## src/rtl/rdbuf_pkg.sv

```systemverilog
package rdbuf_pkg;
    localparam int BYTES_PER_WORD = 4;
    localparam int STAT_W         = 16;

    localparam logic [2:0] A_CTRL  = 3'd0;
    localparam logic [2:0] A_ADDR  = 3'd1;
    localparam logic [2:0] A_COUNT = 3'd2;
    localparam logic [2:0] A_WMARK = 3'd3;
    localparam logic [2:0] A_LEVEL = 3'd4;
    localparam logic [2:0] A_STAT  = 3'd5;
    localparam logic [2:0] A_MASK  = 3'd6;

    localparam int CTRL_START = 0;
    localparam int CTRL_CANCEL = 1;
    localparam int CTRL_DONE  = 5;

    localparam int EV_DONE = 2;
    localparam int EV_WM   = 6;
    localparam int EV_OVF  = 12;
endpackage

```

## src/rtl/rdbuf_fifo.sv

```systemverilog
module rdbuf_fifo #(
    parameter int DEPTH = 8,
    parameter int W     = 32
) (
    input  logic                         clk,
    input  logic                         rst_n,
    input  logic                         flush,
    input  logic                         push,
    input  logic [W-1:0]                 push_data,
    input  logic                         pop,
    output logic [W-1:0]                 head,
    output logic [$clog2(DEPTH+1)-1:0]   count
);
    localparam int AW = (DEPTH > 1) ? $clog2(DEPTH) : 1;
    localparam int CW = $clog2(DEPTH+1);

    typedef struct packed {
        logic [AW-1:0] wp;
        logic [AW-1:0] rp;
        logic [CW-1:0] cnt;
    } fifo_t;

    fifo_t         s_d, s_q;
    logic [W-1:0]  mem [DEPTH];
    logic          push_ok, pop_ok;

    function automatic logic [AW-1:0] step(input logic [AW-1:0] p);
        return (p == AW'(DEPTH-1)) ? '0 : p + 1'b1;
    endfunction

    always_comb begin
        s_d     = s_q;
        push_ok = push && (s_q.cnt != CW'(DEPTH));
        pop_ok  = pop && (s_q.cnt != '0);
        if (push_ok) s_d.wp = step(s_q.wp);
        if (pop_ok)  s_d.rp = step(s_q.rp);
        s_d.cnt = s_q.cnt + CW'(push_ok) - CW'(pop_ok);
        if (flush) s_d = '0;
    end

    always_ff @(posedge clk or negedge rst_n) begin
        if (!rst_n) s_q <= '0;
        else        s_q <= s_d;
    end

    always_ff @(posedge clk) begin
        if (push_ok && !flush) mem[s_q.wp] <= push_data;
    end

    assign head  = mem[s_q.rp];
    assign count = s_q.cnt;
endmodule

```

## src/rtl/rdbuf_irq.sv

```systemverilog
module rdbuf_irq #(
    parameter int W = 16
) (
    input  logic         clk,
    input  logic         rst_n,
    input  logic [W-1:0] set_ev,
    input  logic         clr_en,
    input  logic         mask_en,
    input  logic [W-1:0] wdata,
    output logic [W-1:0] status,
    output logic [W-1:0] mask,
    output logic         irq_o
);
    typedef struct packed {
        logic [W-1:0] status;
        logic [W-1:0] mask;
    } irq_t;

    irq_t r_d, r_q;

    always_comb begin
        r_d = r_q;
        if (clr_en)  r_d.status = r_q.status & ~wdata;
        r_d.status = r_d.status | set_ev;
        if (mask_en) r_d.mask = wdata;
    end

    always_ff @(posedge clk or negedge rst_n) begin
        if (!rst_n) r_q <= '0;
        else        r_q <= r_d;
    end

    assign status = r_q.status;
    assign mask   = r_q.mask;
    assign irq_o  = |(r_q.status & r_q.mask);
endmodule

```

## src/rtl/rdbuf_engine.sv

```systemverilog
module rdbuf_engine
    import rdbuf_pkg::*;
#(
    parameter int DEPTH  = 8,
    parameter int CNT_W  = 16,
    parameter int WM_W   = 16,
    parameter int ADDR_W = 32
) (
    input  logic              clk,
    input  logic              rst_n,
    input  logic              reg_wr_en,
    input  logic [2:0]        reg_wr_addr,
    input  logic [31:0]       reg_wdata,
    input  logic [2:0]        reg_rd_addr,
    output logic [31:0]       reg_rdata,
    input  logic              src_valid,
    input  logic [7:0]        src_data,
    output logic              src_ready,
    output logic [ADDR_W-1:0] fl_addr,
    output logic              fl_busy,
    input  logic              pop_req,
    output logic              pop_valid,
    output logic [31:0]       pop_data,
    output logic              irq
);
    localparam int WORD_W = BYTES_PER_WORD * 8;
    localparam int LVL_W  = $clog2(DEPTH+1);
    localparam int LANE_W = $clog2(BYTES_PER_WORD);
    localparam int BLV_W  = LVL_W + LANE_W;
    localparam int CMP_W  = ((WM_W > BLV_W) ? WM_W : BLV_W) + 1;

    typedef struct packed {
        logic              active;
        logic              done;
        logic [ADDR_W-1:0] addr;
        logic [CNT_W-1:0]  count;
        logic [CNT_W-1:0]  rem;
        logic [WM_W-1:0]   wm;
        logic [LANE_W-1:0] lane;
        logic [WORD_W-1:0] asm_w;
    } eng_t;

    eng_t               q, d;
    logic [LVL_W-1:0]   fifo_words;
    logic [WORD_W-1:0]  fifo_head, merged;
    logic [STAT_W-1:0]  irq_status, irq_mask, ev_set;
    logic               wr_ctrl, start_w, cancel_w, done_clr;
    logic               has_work, fifo_full, accept, ovf_ev, push, pop, finish, wm_ev;
    logic [CMP_W-1:0]   lvl_now, lvl_next, words_next;
    logic               done_flag;

    always_comb begin
        d         = q;
        wr_ctrl   = reg_wr_en && (reg_wr_addr == A_CTRL);
        start_w   = wr_ctrl && reg_wdata[CTRL_START];
        cancel_w  = wr_ctrl && reg_wdata[CTRL_CANCEL];
        done_clr  = wr_ctrl && reg_wdata[CTRL_DONE];
        fifo_full = (fifo_words == LVL_W'(DEPTH));
        has_work  = q.active && (q.rem != '0);
        accept    = src_valid && has_work && !fifo_full;
        ovf_ev    = src_valid && has_work && fifo_full;
        merged    = q.asm_w | (WORD_W'(src_data) << {q.lane, 3'b000});
        push      = accept && ((q.lane == LANE_W'(BYTES_PER_WORD-1)) || (q.rem == CNT_W'(1)));
        pop       = pop_req && (fifo_words != '0);
        finish    = q.active && (q.rem == '0) && !cancel_w;

        if (accept) begin
            d.rem = q.rem - 1'b1;
            if (push) begin
                d.lane  = '0;
                d.asm_w = '0;
            end else begin
                d.lane  = q.lane + 1'b1;
                d.asm_w = merged;
            end
        end
        if (done_clr) d.done = 1'b0;
        if (finish) begin
            d.active = 1'b0;
            d.done   = 1'b1;
        end
        if (start_w && !q.active && !cancel_w) begin
            d.active = 1'b1;
            d.rem    = q.count;
            d.lane   = '0;
            d.asm_w  = '0;
            d.done   = 1'b0;
        end
        if (cancel_w) begin
            d.active = 1'b0;
            d.rem    = '0;
            d.lane   = '0;
            d.asm_w  = '0;
        end
        if (reg_wr_en) begin
            case (reg_wr_addr)
                A_ADDR:  d.addr  = reg_wdata[ADDR_W-1:0];
                A_COUNT: d.count = reg_wdata[CNT_W-1:0];
                A_WMARK: d.wm    = reg_wdata[WM_W-1:0];
                default: ;
            endcase
        end

        words_next = cancel_w ? '0
                   : CMP_W'(fifo_words) + CMP_W'(push) - CMP_W'(pop);
        lvl_now    = CMP_W'(fifo_words) << LANE_W;
        lvl_next   = words_next << LANE_W;
        wm_ev      = (lvl_now < CMP_W'(q.wm)) && (lvl_next >= CMP_W'(q.wm));

        ev_set          = '0;
        ev_set[EV_DONE] = finish;
        ev_set[EV_WM]   = wm_ev;
        ev_set[EV_OVF]  = ovf_ev;
    end

    always_ff @(posedge clk or negedge rst_n) begin
        if (!rst_n) q <= '0;
        else        q <= d;
    end

    rdbuf_fifo #(.DEPTH(DEPTH), .W(WORD_W)) u_fifo (
        .clk       (clk),
        .rst_n     (rst_n),
        .flush     (cancel_w),
        .push      (push),
        .push_data (merged),
        .pop       (pop),
        .head      (fifo_head),
        .count     (fifo_words)
    );

    rdbuf_irq #(.W(STAT_W)) u_irq (
        .clk     (clk),
        .rst_n   (rst_n),
        .set_ev  (ev_set),
        .clr_en  (reg_wr_en && (reg_wr_addr == A_STAT)),
        .mask_en (reg_wr_en && (reg_wr_addr == A_MASK)),
        .wdata   (reg_wdata[STAT_W-1:0]),
        .status  (irq_status),
        .mask    (irq_mask),
        .irq_o   (irq)
    );

    always_comb begin
        reg_rdata = '0;
        case (reg_rd_addr)
            A_CTRL:  reg_rdata[CTRL_DONE] = q.done;
            A_ADDR:  reg_rdata = 32'(q.addr);
            A_COUNT: reg_rdata = 32'(q.count);
            A_WMARK: reg_rdata = 32'(q.wm);
            A_LEVEL: reg_rdata = 32'(fifo_words);
            A_STAT:  reg_rdata = 32'(irq_status);
            A_MASK:  reg_rdata = 32'(irq_mask);
            default: reg_rdata = '0;
        endcase
    end

    assign done_flag = q.done;
    assign src_ready = has_work && !fifo_full;
    assign fl_busy   = q.active;
    assign fl_addr   = q.addr;
    assign pop_valid = (fifo_words != '0);
    assign pop_data  = fifo_head;
endmodule

```

## config.mk

```make
export PLATFORM = sky130hd
export DESIGN_NAME = rdbuf_engine
export DESIGN_NICKNAME = d
export VERILOG_FILES = /design/src/rtl/rdbuf_pkg.sv /design/src/rtl/rdbuf_fifo.sv /design/src/rtl/rdbuf_irq.sv /design/src/rtl/rdbuf_engine.sv
export SDC_FILE = /design/constraint.sdc
export NUM_CORES = 1
export LEC_CHECK = 0
export BUFFER_PORTS_ARGS = -buffer_cell sky130_fd_sc_hd__buf_2
export CAP_MARGIN = 20
export CELL_PAD_IN_SITES_DETAIL_PLACEMENT = 1
export CELL_PAD_IN_SITES_GLOBAL_PLACEMENT = 1
export CORE_MARGIN = 2
export CORE_UTILIZATION = 30
export CTS_CLUSTER_SIZE = 14
export DETAILED_ROUTE_END_ITERATION = 7
export HOLD_SLACK_MARGIN = 0.02
export PLACE_DENSITY = 0.57
export SLEW_MARGIN = 20
export SYNTH_ARGS = -nofsm -noshare
export SYNTH_HDL_FRONTEND = slang
export SYNTH_SLANG_ARGS = --single-unit
```

## constraint.sdc

```tcl
create_clock -name clk -period 16.85 [get_ports clk]
set_clock_uncertainty 0.15 [all_clocks]
set_input_delay 3.37 -clock clk [delete_from_list [all_inputs] [get_ports clk]]
set_output_delay 3.37 -clock clk [all_outputs]
set_load 0.01 [all_outputs]
```

==> results.cfg, run 1 <==
[yosys]
syn-instance-count = 1197
yosys.area_share.simple = 0.0518
syn_avg_cell_area_um2 = 15.2
synthFlopType = edfxtp_1
ys_seq_area_frac = 0.638
ys_ff_latch = 414
synth_fa_ha_area_frac = 0.0269
yosysWarnings = 0
synth-compound-area-share = 0.0798
ys_types = 65
synth_area_um2 = 18200
async_flop_share = 0.382
syn-num-nets = 1286
synth_top_family_by_area = multiplexers
synth_xor_area_frac = 0.00192
synth_edf_count = 256
synth.area.mux_share = 0.161

[critical_path]
cp-end-kind = primary output
critPathRequiredTime_ps = 13330
crit_path_start_kind = input port
slowest_delay_ps = 540
cp_num_buf_inv = 3
crit_top_cell = buf_2
crit_type = in -> out
path_cells = buf_2, nor2b_1, buf_4, a221oi_1, nor2_1, buf_2
cp_slowest_cell = buf_2
cp.arrival_ps = 5220
critPathTopFamily = buffers and inverters
crit_fanout = 26

[floorplanning]
dieArea_um2 = 62800
io_pins = 151
die_width_um = 251
rows = 90
core-area_um2 = 60200
start_util = 0.303
die_h_um = 251

[placed_design]
place_congestion = 0.768
postPlaceCellArea_um2 = 19700
post-place-ws_ps = 7900
dp_cells = 2051
io_buffers = 150
post-dp-hpwl_mm = 29.3

[clock_network]
holdBufCountCts = 0
clock-sinks = 414
cts_buffers = 47
worst_skew_pair.late_latency_ps = 600
cts_tree = done
htree_levels = 2
cts_root_buf = clkbuf_16
clkTransAtPathRegs_ps = 60
cts-resized-gates = 0
clk_path_buf_depth = 3
post-cts-setup-buffer-count = 0

[layout]
finalCoreUtilization = 0.353
drive_gt1_frac = 0.332
multi_input_area_um2 = 5940
final_nets = 1407
seqCellArea_um2 = 11600
area_growth_pct = 16.5
finalNonFillerCells = 2138
fin_area_um2 = 21300
nFillCells = 6284

[route]
num_vias = 10715
first_pass_iters = 5
drt_iter0_drc = 471
drc_errors = 0
via_per_inst = 5.01
post_drt_wl_per_cell_um = 22.2
postRouteAntennaNets = 0
totalWireLength_mm = 47.4

[power]
peakVddDrop_mv = 0.0752
clkPwrFrac = 0.293
power_switching_mw = 1.14
switching_share = 0.328
pwr-share-comb = 0.300
p_total_mw = 3.48
p_int_mw = 2.34
power_density_nw_per_um2 = 164
leakage_nw = 8.24
pwr-share-seq = 0.407

[flow_run]
cap_violations = 0

[sta]
slew_headroom = 0.312
setup_viol = 0
period_minus_slack_ps = 8740
tightest_slew_ps = 1030
drv_slew = 0
fin_ws_ps = 8110
whs_ps = 339
hold_viol = 0
finalSetupTns_ps = 0
clock.fmax_mhz = 114
grt_setup_unrepaired = false
finalCritPeriodShare = 0.518

[global_route]
grt_max_degree = 86
grt_pass1_vias = 11709
antenna_found_initial = 1
gr-total-overflow = 0
grt_use_total = 0.153
grt_pass1_wl_mm = 73.5

[min_path]
min_path_type = reg -> reg

[run_status]
status = finished, final reports clean
[cell usage after synthesis (all sizes together), types with 4 or more instances]
master | instances | area, µm²
edfxtp | 256 | 7690
dfrtp | 158 | 3950
mux2 | 125 | 1410
mux4 | 65 | 1460
inv | 63 | 236
a21oi | 62 | 310
buf | 52 | 338
clkbuf | 45 | 169
nand2 | 44 | 165
ha | 36 | 450
nor2 | 36 | 143
o2bb2ai | 33 | 289
a221oi | 27 | 236
o21ai | 26 | 130
and3 | 17 | 106
a21boi | 13 | 97.6
nand3 | 13 | 65.1
nor3 | 10 | 61.3
and2 | 9 | 56.3
nor4 | 9 | 56.3
a22o | 6 | 52.6
mux2i | 6 | 60.1
nor2b | 6 | 37.5
or4 | 6 | 45.0
a22oi | 5 | 37.5
nand2b | 5 | 31.3
nand4 | 5 | 31.3
o211ai | 5 | 37.5
a21o | 4 | 30.0
o22ai | 4 | 25.0
or3 | 4 | 25.0
[final cells by class]
| class | count | share of cell area |
|---|---|---|
| sequential | 414 | 0.548 |
| inverter | 63 | 0.0111 |
| tap | 782 | 0.0460 |
| multi-input combinational | 623 | 0.280 |
| antenna | 1 | 0.000118 |
| clock inverter | 22 | 0.0109 |
| clock buffer | 64 | 0.0617 |
| timing repair buffer | 169 | 0.0425 |
[sequential cells by signal, summed over array words and instances, names as in the netlist]
signal and count:
u_irq.status 16, done_flag 1, u_fifo.count 4, fl_addr 32
u_fifo.mem 256, q 82, u_fifo.s_q 6, fl_busy 1
u_irq.mask 16
[metal layers]
layer | up-vias | global-route usage | routed length (µm)
li1 | 4827 | - | -
met1 | 5595 | 0.203 | 21000
met2 | 231 | 0.255 | 23100
met3 | 62 | 0.0316 | 2310
met4 | 0 | 0.0364 | 940
met5 | - | 0 | 0
[placed cells by master, fill, tap and decap left out, types with 6 or more instances in the layout]
cell type,Yosys,routed
o2bb2ai_1,33,33
clkbuf_1,45,11
a221oi_1,27,27
clkbuf_16,0,48
a21oi_1,62,62
clkinv_2,0,7
edfxtp_1,256,256
nand2_1,44,44
or4_1,6,6
nor3_1,9,7
mux2_2,125,125
dfrtp_1,158,156
buf_4,32,18
a21boi_0,13,13
ha_1,36,36
o21ai_0,24,24
a22o_1,6,6
and3_1,17,17
mux2i_1,6,6
nor2_1,35,31
and2_1,8,8
inv_1,63,63
nand3_1,13,13
mux4_2,65,65
nor4_1,9,6
buf_2,12,149
[power by group through the flow]
stage / clock [mW] / combinational [mW] / sequential, mW
2_1_floorplan: 0 / 0.787 / 1.37
3_3_place_gp: 0 / 1.04 / 1.44
3_5_place_dp: 0 / 1.06 / 1.44
4_1_cts: 1.05 / 1.07 / 1.42
5_1_grt: 1.09 / 1.17 / 1.44
6_report: 1.02 / 1.04 / 1.42
[path summary, 6_finish.rpt]
check / slack (ps) / startpoint / to / cells past startpoint
min in group asynchronous: 2710 / rst_n / fl_addr[16] / 1
max in group asynchronous: 12210 / rst_n / u_fifo.s_q[4] / 2
setup reg to reg: 12100 / q[54] / u_irq.status[6] / 19
setup / recovery: 8110 / reg_rd_addr[1] / reg_rdata[12] / 6
hold / removal: 340 / q[31] / q[31] / 1
hold reg to reg: 340 / q[31] / q[31] / 1
[kinds of logic (layout without fill, tap and decap cells)]
logic type | after synthesis | count (layout)
muxes | 196 | 196
AOI/OAI and AO/OA | 209 | 209
xor gates and xnor gates | 4 | 4
other | 0 | 1
and+or+nand+nor | 176 | 176
buffers and inverters | 160 | 318
adders and majority gates | 38 | 38
DFF | 414 | 414
No activity file was read; power rests on OpenSTA's default activity.
==> run 2, diff against run 1 <==
--- a/config.mk
+++ b/config.mk
@@ -14,7 +14,7 @@
 export CTS_CLUSTER_SIZE = 14
 export DETAILED_ROUTE_END_ITERATION = 7
 export HOLD_SLACK_MARGIN = 0.02
-export PLACE_DENSITY = 0.57
+export PLACE_DENSITY = 0.59
 export SLEW_MARGIN = 20
 export SYNTH_ARGS = -nofsm -noshare
 export SYNTH_HDL_FRONTEND = slang
==> constraint.sdc (replaced) <==
create_clock -name clk -period 8 [get_ports clk]
set_clock_uncertainty 0.15 [all_clocks]
set_input_delay 1.6 -clock clk [delete_from_list [all_inputs] [get_ports clk]]
set_output_delay 1.6 -clock clk [all_outputs]
set_load 0.01 [all_outputs]
==> run 2 against run 1 <==
Effect of this change: register-to-register slack worse by 8800 ps; routed wire length down 0.57%; global-route usage down 0.13 points; count of clock-buffer cells in the layout down 9; combinational power up 110%; highest routed layer is now met5.
==> results.cfg, run 2 (synthesis results as in run 1) <==
[route]
via_per_inst = 5.06
drc_errors = 0
postRouteAntennaNets = 0
num_vias = 10818
totalWireLength_mm = 47.1
drt_iter0_drc = 437
first_pass_iters = 5
post_drt_wl_per_cell_um = 22.0

[global_route]
grt_pass1_vias = 11745
grt_max_degree = 108
grt_pass1_wl_mm = 72.9
antenna_found_initial = 3
grt_use_total = 0.151
gr-total-overflow = 0

[floorplanning]
dieArea_um2 = 62800
core-area_um2 = 60200
start_util = 0.303
rows = 90
io_pins = 151
die_h_um = 251
die_width_um = 251

[sta]
clock.fmax_mhz = 198
fin_ws_ps = 2950
setup_viol = 0
hold_viol = 0
period_minus_slack_ps = 5050
slew_headroom = 0.279
drv_slew = 0
finalCritPeriodShare = 0.631
finalSetupTns_ps = 0
tightest_slew_ps = 1080
grt_setup_unrepaired = false

[critical_path]
cp-end-kind = primary output
crit_fanout = 31
crit_path_start_kind = input port
cp.arrival_ps = 3300
crit_type = in -> out
critPathRequiredTime_ps = 6250

[min_path]
min_path_type = reg -> reg

[run_status]
status = finished, final reports clean

[placed_design]
place_congestion = 0.786
postPlaceCellArea_um2 = 19700
post-place-ws_ps = 2590
io_buffers = 150
post-dp-hpwl_mm = 29.6

[clock_network]
post-cts-setup-buffer-count = 0
cts_buffers = 46
holdBufCountCts = 0
cts-resized-gates = 0
worst_skew_pair.late_latency_ps = 600
cts_root_buf = clkbuf_16
clk_path_buf_depth = 3
cts_tree = done
clkTransAtPathRegs_ps = 60
clock-sinks = 414
htree_levels = 2

[layout]
fin_area_um2 = 21300
final_nets = 1406
drive_gt1_frac = 0.335
area_growth_pct = 16.6
largest_reg_flops = 256
final_common_cell = edfxtp_1
final_cell_mix = 256 x edfxtp_1, 155 x dfrtp_1, 149 x buf_2, 125 x mux2_2, 65 x mux4_2
finalCoreUtilization = 0.353
largest_register = u_fifo.mem

[power]
power_density_nw_per_um2 = 346
peakVddDrop_mv = 0.189
leakage_nw = 8.25

[flow_run]
cap_violations = 0
-- run 2: changes by cell type in the layout (fill, tap and decap cells not counted), sizes merged --
| cell | previous run | this run |
|---|---|---|
| buf | 169 | 168 |
| clkbuf | 64 | 56 |
| clkinv | 15 | 22 |
| bufinv | 3 | 6 |
| inv | 65 | 64 |
-- run 2: cell type report --
cell class / instances / area (µm²)
Tap cell: 782 / 978
Timing Repair Buffer: 169 / 910
Fill cell: 6289 / 39000
Inverter: 63 / 236
Multi-Input combinational cell: 623 / 5940
Antenna cell: 1 / 2.50
Clock inverter: 31 / 359
Sequential cell: 414 / 11600
Clock buffer: 55 / 1190
-- run 2: path summary, 6_finish.rpt --
path	slack, ps	start	cells after the start	to
max	2950	reg_rd_addr[2]	6	reg_rdata[2]
min reg2reg	340	done_flag	2	done_flag
max reg2reg	3260	q[54]	19	u_irq.status[6]
max in group asynchronous	5430	rst_n	2	u_fifo.s_q[8]
min	340	done_flag	2	done_flag
min in group asynchronous	950	rst_n	1	fl_addr[18]
-- run 2: through the flow --
step	power [mW]	hold WS [ps]	cells
6_report	7.36	339	2138
5_1_grt	7.81	358	2137
4_1_cts	7.48	342	2135
3_5_place_dp	5.28	324	2049
3_3_place_gp	5.20	321	2049
2_1_floorplan	4.54	291	1197
-- run 2: worst max-delay path, cell delays in order --
cell and delay, ps:
buf_2 260, inv_1 710, nor2_1 120, a311oi_1 330
a21oi_1 90, buf_2 180
-- run 2: power by group --
| part | switching, mW | total (mW) | internal [mW] |
|---|---|---|---|
| Combinational | 1.22 | 2.18 | 0.960 |
| Clock | 0.896 | 2.17 | 1.27 |
| Sequential | 0.306 | 3.02 | 2.71 |
| Total | 2.42 | 7.36 | 4.94 |
-- run 2: layer usage --
| metal | GRT usage | share of wire | vias up |
|---|---|---|---|
| met5 | 0 | 0.00053 | - |
| met4 | 0.0352 | 0.018 | 4 |
| met3 | 0.0286 | 0.046 | 62 |
| met2 | 0.258 | 0.50 | 239 |
| met1 | 0.199 | 0.44 | 5690 |
| li1 | - | - | 4823 |
==> run 3, diff against run 2 <==
--- a/config.mk
+++ b/config.mk
@@ -14,7 +14,7 @@
 export CTS_CLUSTER_SIZE = 14
 export DETAILED_ROUTE_END_ITERATION = 7
 export HOLD_SLACK_MARGIN = 0.02
-export PLACE_DENSITY = 0.59
+export PLACE_DENSITY = 0.57
 export SLEW_MARGIN = 20
 export SYNTH_ARGS = -nofsm -noshare
 export SYNTH_HDL_FRONTEND = slang
==> constraint.sdc (replaced) <==
create_clock -name clk -period 5.1 [get_ports clk]
set_clock_uncertainty 0.15 [all_clocks]
set_input_delay 1.02 -clock clk [delete_from_list [all_inputs] [get_ports clk]]
set_output_delay 1.02 -clock clk [all_outputs]
set_load 0.01 [all_outputs]
==> run 3 against run 2 <==
Effect of this change: register-to-register slack lost 2700 ps; sequential share of layout area down 0.20 points; die area unchanged; cell area rose by 0.35%; routed wire length increased by 0.12%; flip-flop and latch count unchanged; critical path type is now reg -> reg; non-clock buffer count is 14 higher; critical path depth grew 13.
==> results.cfg, run 3 (synthesis results as in run 1) <==
[critical_path]
cp.arrival_ps = 4820
crit_type = reg -> reg
crit_path_start_kind = flop
critPathRequiredTime_ps = 5410
slowest_delay_ps = 700
cp-end-kind = flop
cp_slowest_cell = or4_1
path_cells = or4_1, nor3_4, a31oi_2, nand2_1, inv_1, ha_1, inv_1, fa_1, inv_1, a21oi_1, nor2_1, or3_1, a21oi_1, ha_1, a21oi_1, o21ai_0, a221oi_1, or3_1, a32oi_1
crit_fanout = 9

[clock_network]
post-cts-setup-buffer-count = 0
clkTransAtPathRegs_ps = 60
htree_levels = 2
worst_skew_pair.late_latency_ps = 610
cts_root_buf = clkbuf_16
holdBufCountCts = 0
cts_buffers = 47
cts-resized-gates = 0
clk_path_buf_depth = 3
cts_tree = done
clock-sinks = 414

[floorplanning]
die_h_um = 251
die_width_um = 251
dieArea_um2 = 62800
start_util = 0.303
core-area_um2 = 60200
rows = 90
io_pins = 151

[power]
peakVddDrop_mv = 0.248
power_density_nw_per_um2 = 537
leakage_nw = 8.29

[layout]
nFillCells = 6221
largest_reg_flops = 256
seqCellArea_um2 = 11600
final_nets = 1421
largest_register = u_fifo.mem
multi_input_area_um2 = 5940
final_common_cell = edfxtp_1
final_cell_mix = 256 x edfxtp_1, 156 x dfrtp_1, 149 x buf_2, 125 x mux2_2, 65 x mux4_2
finalCoreUtilization = 0.354
drive_gt1_frac = 0.337
area_growth_pct = 17.0

[sta]
finalCritPeriodShare = 0.884
hold_viol = 0
whs_ps = 341
grt_setup_unrepaired = false
period_minus_slack_ps = 4510
slew_headroom = 0.358
clock.fmax_mhz = 222
setup_viol = 0
tightest_slew_ps = 963
drv_slew = 0

[placed_design]
place_congestion = 0.802
post-dp-hpwl_mm = 30.4
io_buffers = 150

[route]
drc_errors = 0
via_per_inst = 4.98
postRouteAntennaNets = 0
totalWireLength_mm = 47.2
first_pass_iters = 4
drt_iter0_drc = 566
post_drt_wl_per_cell_um = 21.9
num_vias = 10736

[run_status]
status = finished, final reports clean

[flow_run]
cap_violations = 0

[min_path]
min_path_type = reg -> reg

[global_route]
antenna_found_initial = 1
grt_use_total = 0.153
grt.met2_usage = 0.258
top_usage_layer = met2
gr-total-overflow = 0
grt_pass1_vias = 11704
grt_util_met1 = 0.204
grt_pass1_wl_mm = 73.5
met3_usage = 0.0269
grt_max_degree = 93
-- run 3: path summary, 6_finish.rpt --
path                            cells after the start  slack (ps)  start              end
worst max-delay path                               19         590  q[54]  u_irq.status[6]
worst min-delay path                                1         340  q[20]            q[20]
worst max register to register                     19         590  q[54]  u_irq.status[6]
worst min register to register                      1         340  q[20]            q[20]
max in group asynchronous                           2        3370  rst_n    u_fifo.s_q[8]
min in group asynchronous                           1         380  rst_n      fl_addr[16]
-- run 3: metrics by stage --
stage | setup WS (ps) | total power [mW] | cell area [µm²] | std cells | setup TNS (ps)
floorplan | -423 | 7.12 | 18200 | 1197 | -40620
global placement | 669 | 8.19 | 19800 | 2065 | 0
detailed placement | 580 | 8.29 | 19800 | 2065 | 0
CTS | 634 | 11.7 | 21300 | 2152 | 0
global route | 269 | 12.2 | 21300 | 2152 | 0
finish | 592 | 11.5 | 21300 | 2154 | 0
-- run 3: report_power, final --
group / leakage [nW] / internal, mW / total (mW) / switching (mW)
clock network: 0.735 / 1.89 / 3.32 / 1.43
logic: 3.22 / 1.52 / 3.39 / 1.87
registers: 4.33 / 4.25 / 4.76 / 0.508
-- run 3: cell type report --
class                   instances  area share
flip-flops and latches        414       0.546
repair buffers                183      0.0477
multi-input cells             623       0.278
inverters                      63      0.0111
clock buffers                  65      0.0601
diodes                          2    0.000234
clock inverters                22      0.0113
well taps                     782      0.0458
-- run 3: layer usage --
metal	vias to the layer above	wire length, µm
met5	-	0
met1	5633	21200
met3	58	2030
met2	193	23100
li1	4852	-
met4	0	863
-- run 3: worst max-delay path: cells and delay by family, from the launching register on --
kind            cells  cell delay, ps
simple gates        6            1680
buf+inv             3             180
compound gates      7            1190
fa+ha+maj           3             690
flops               1             460
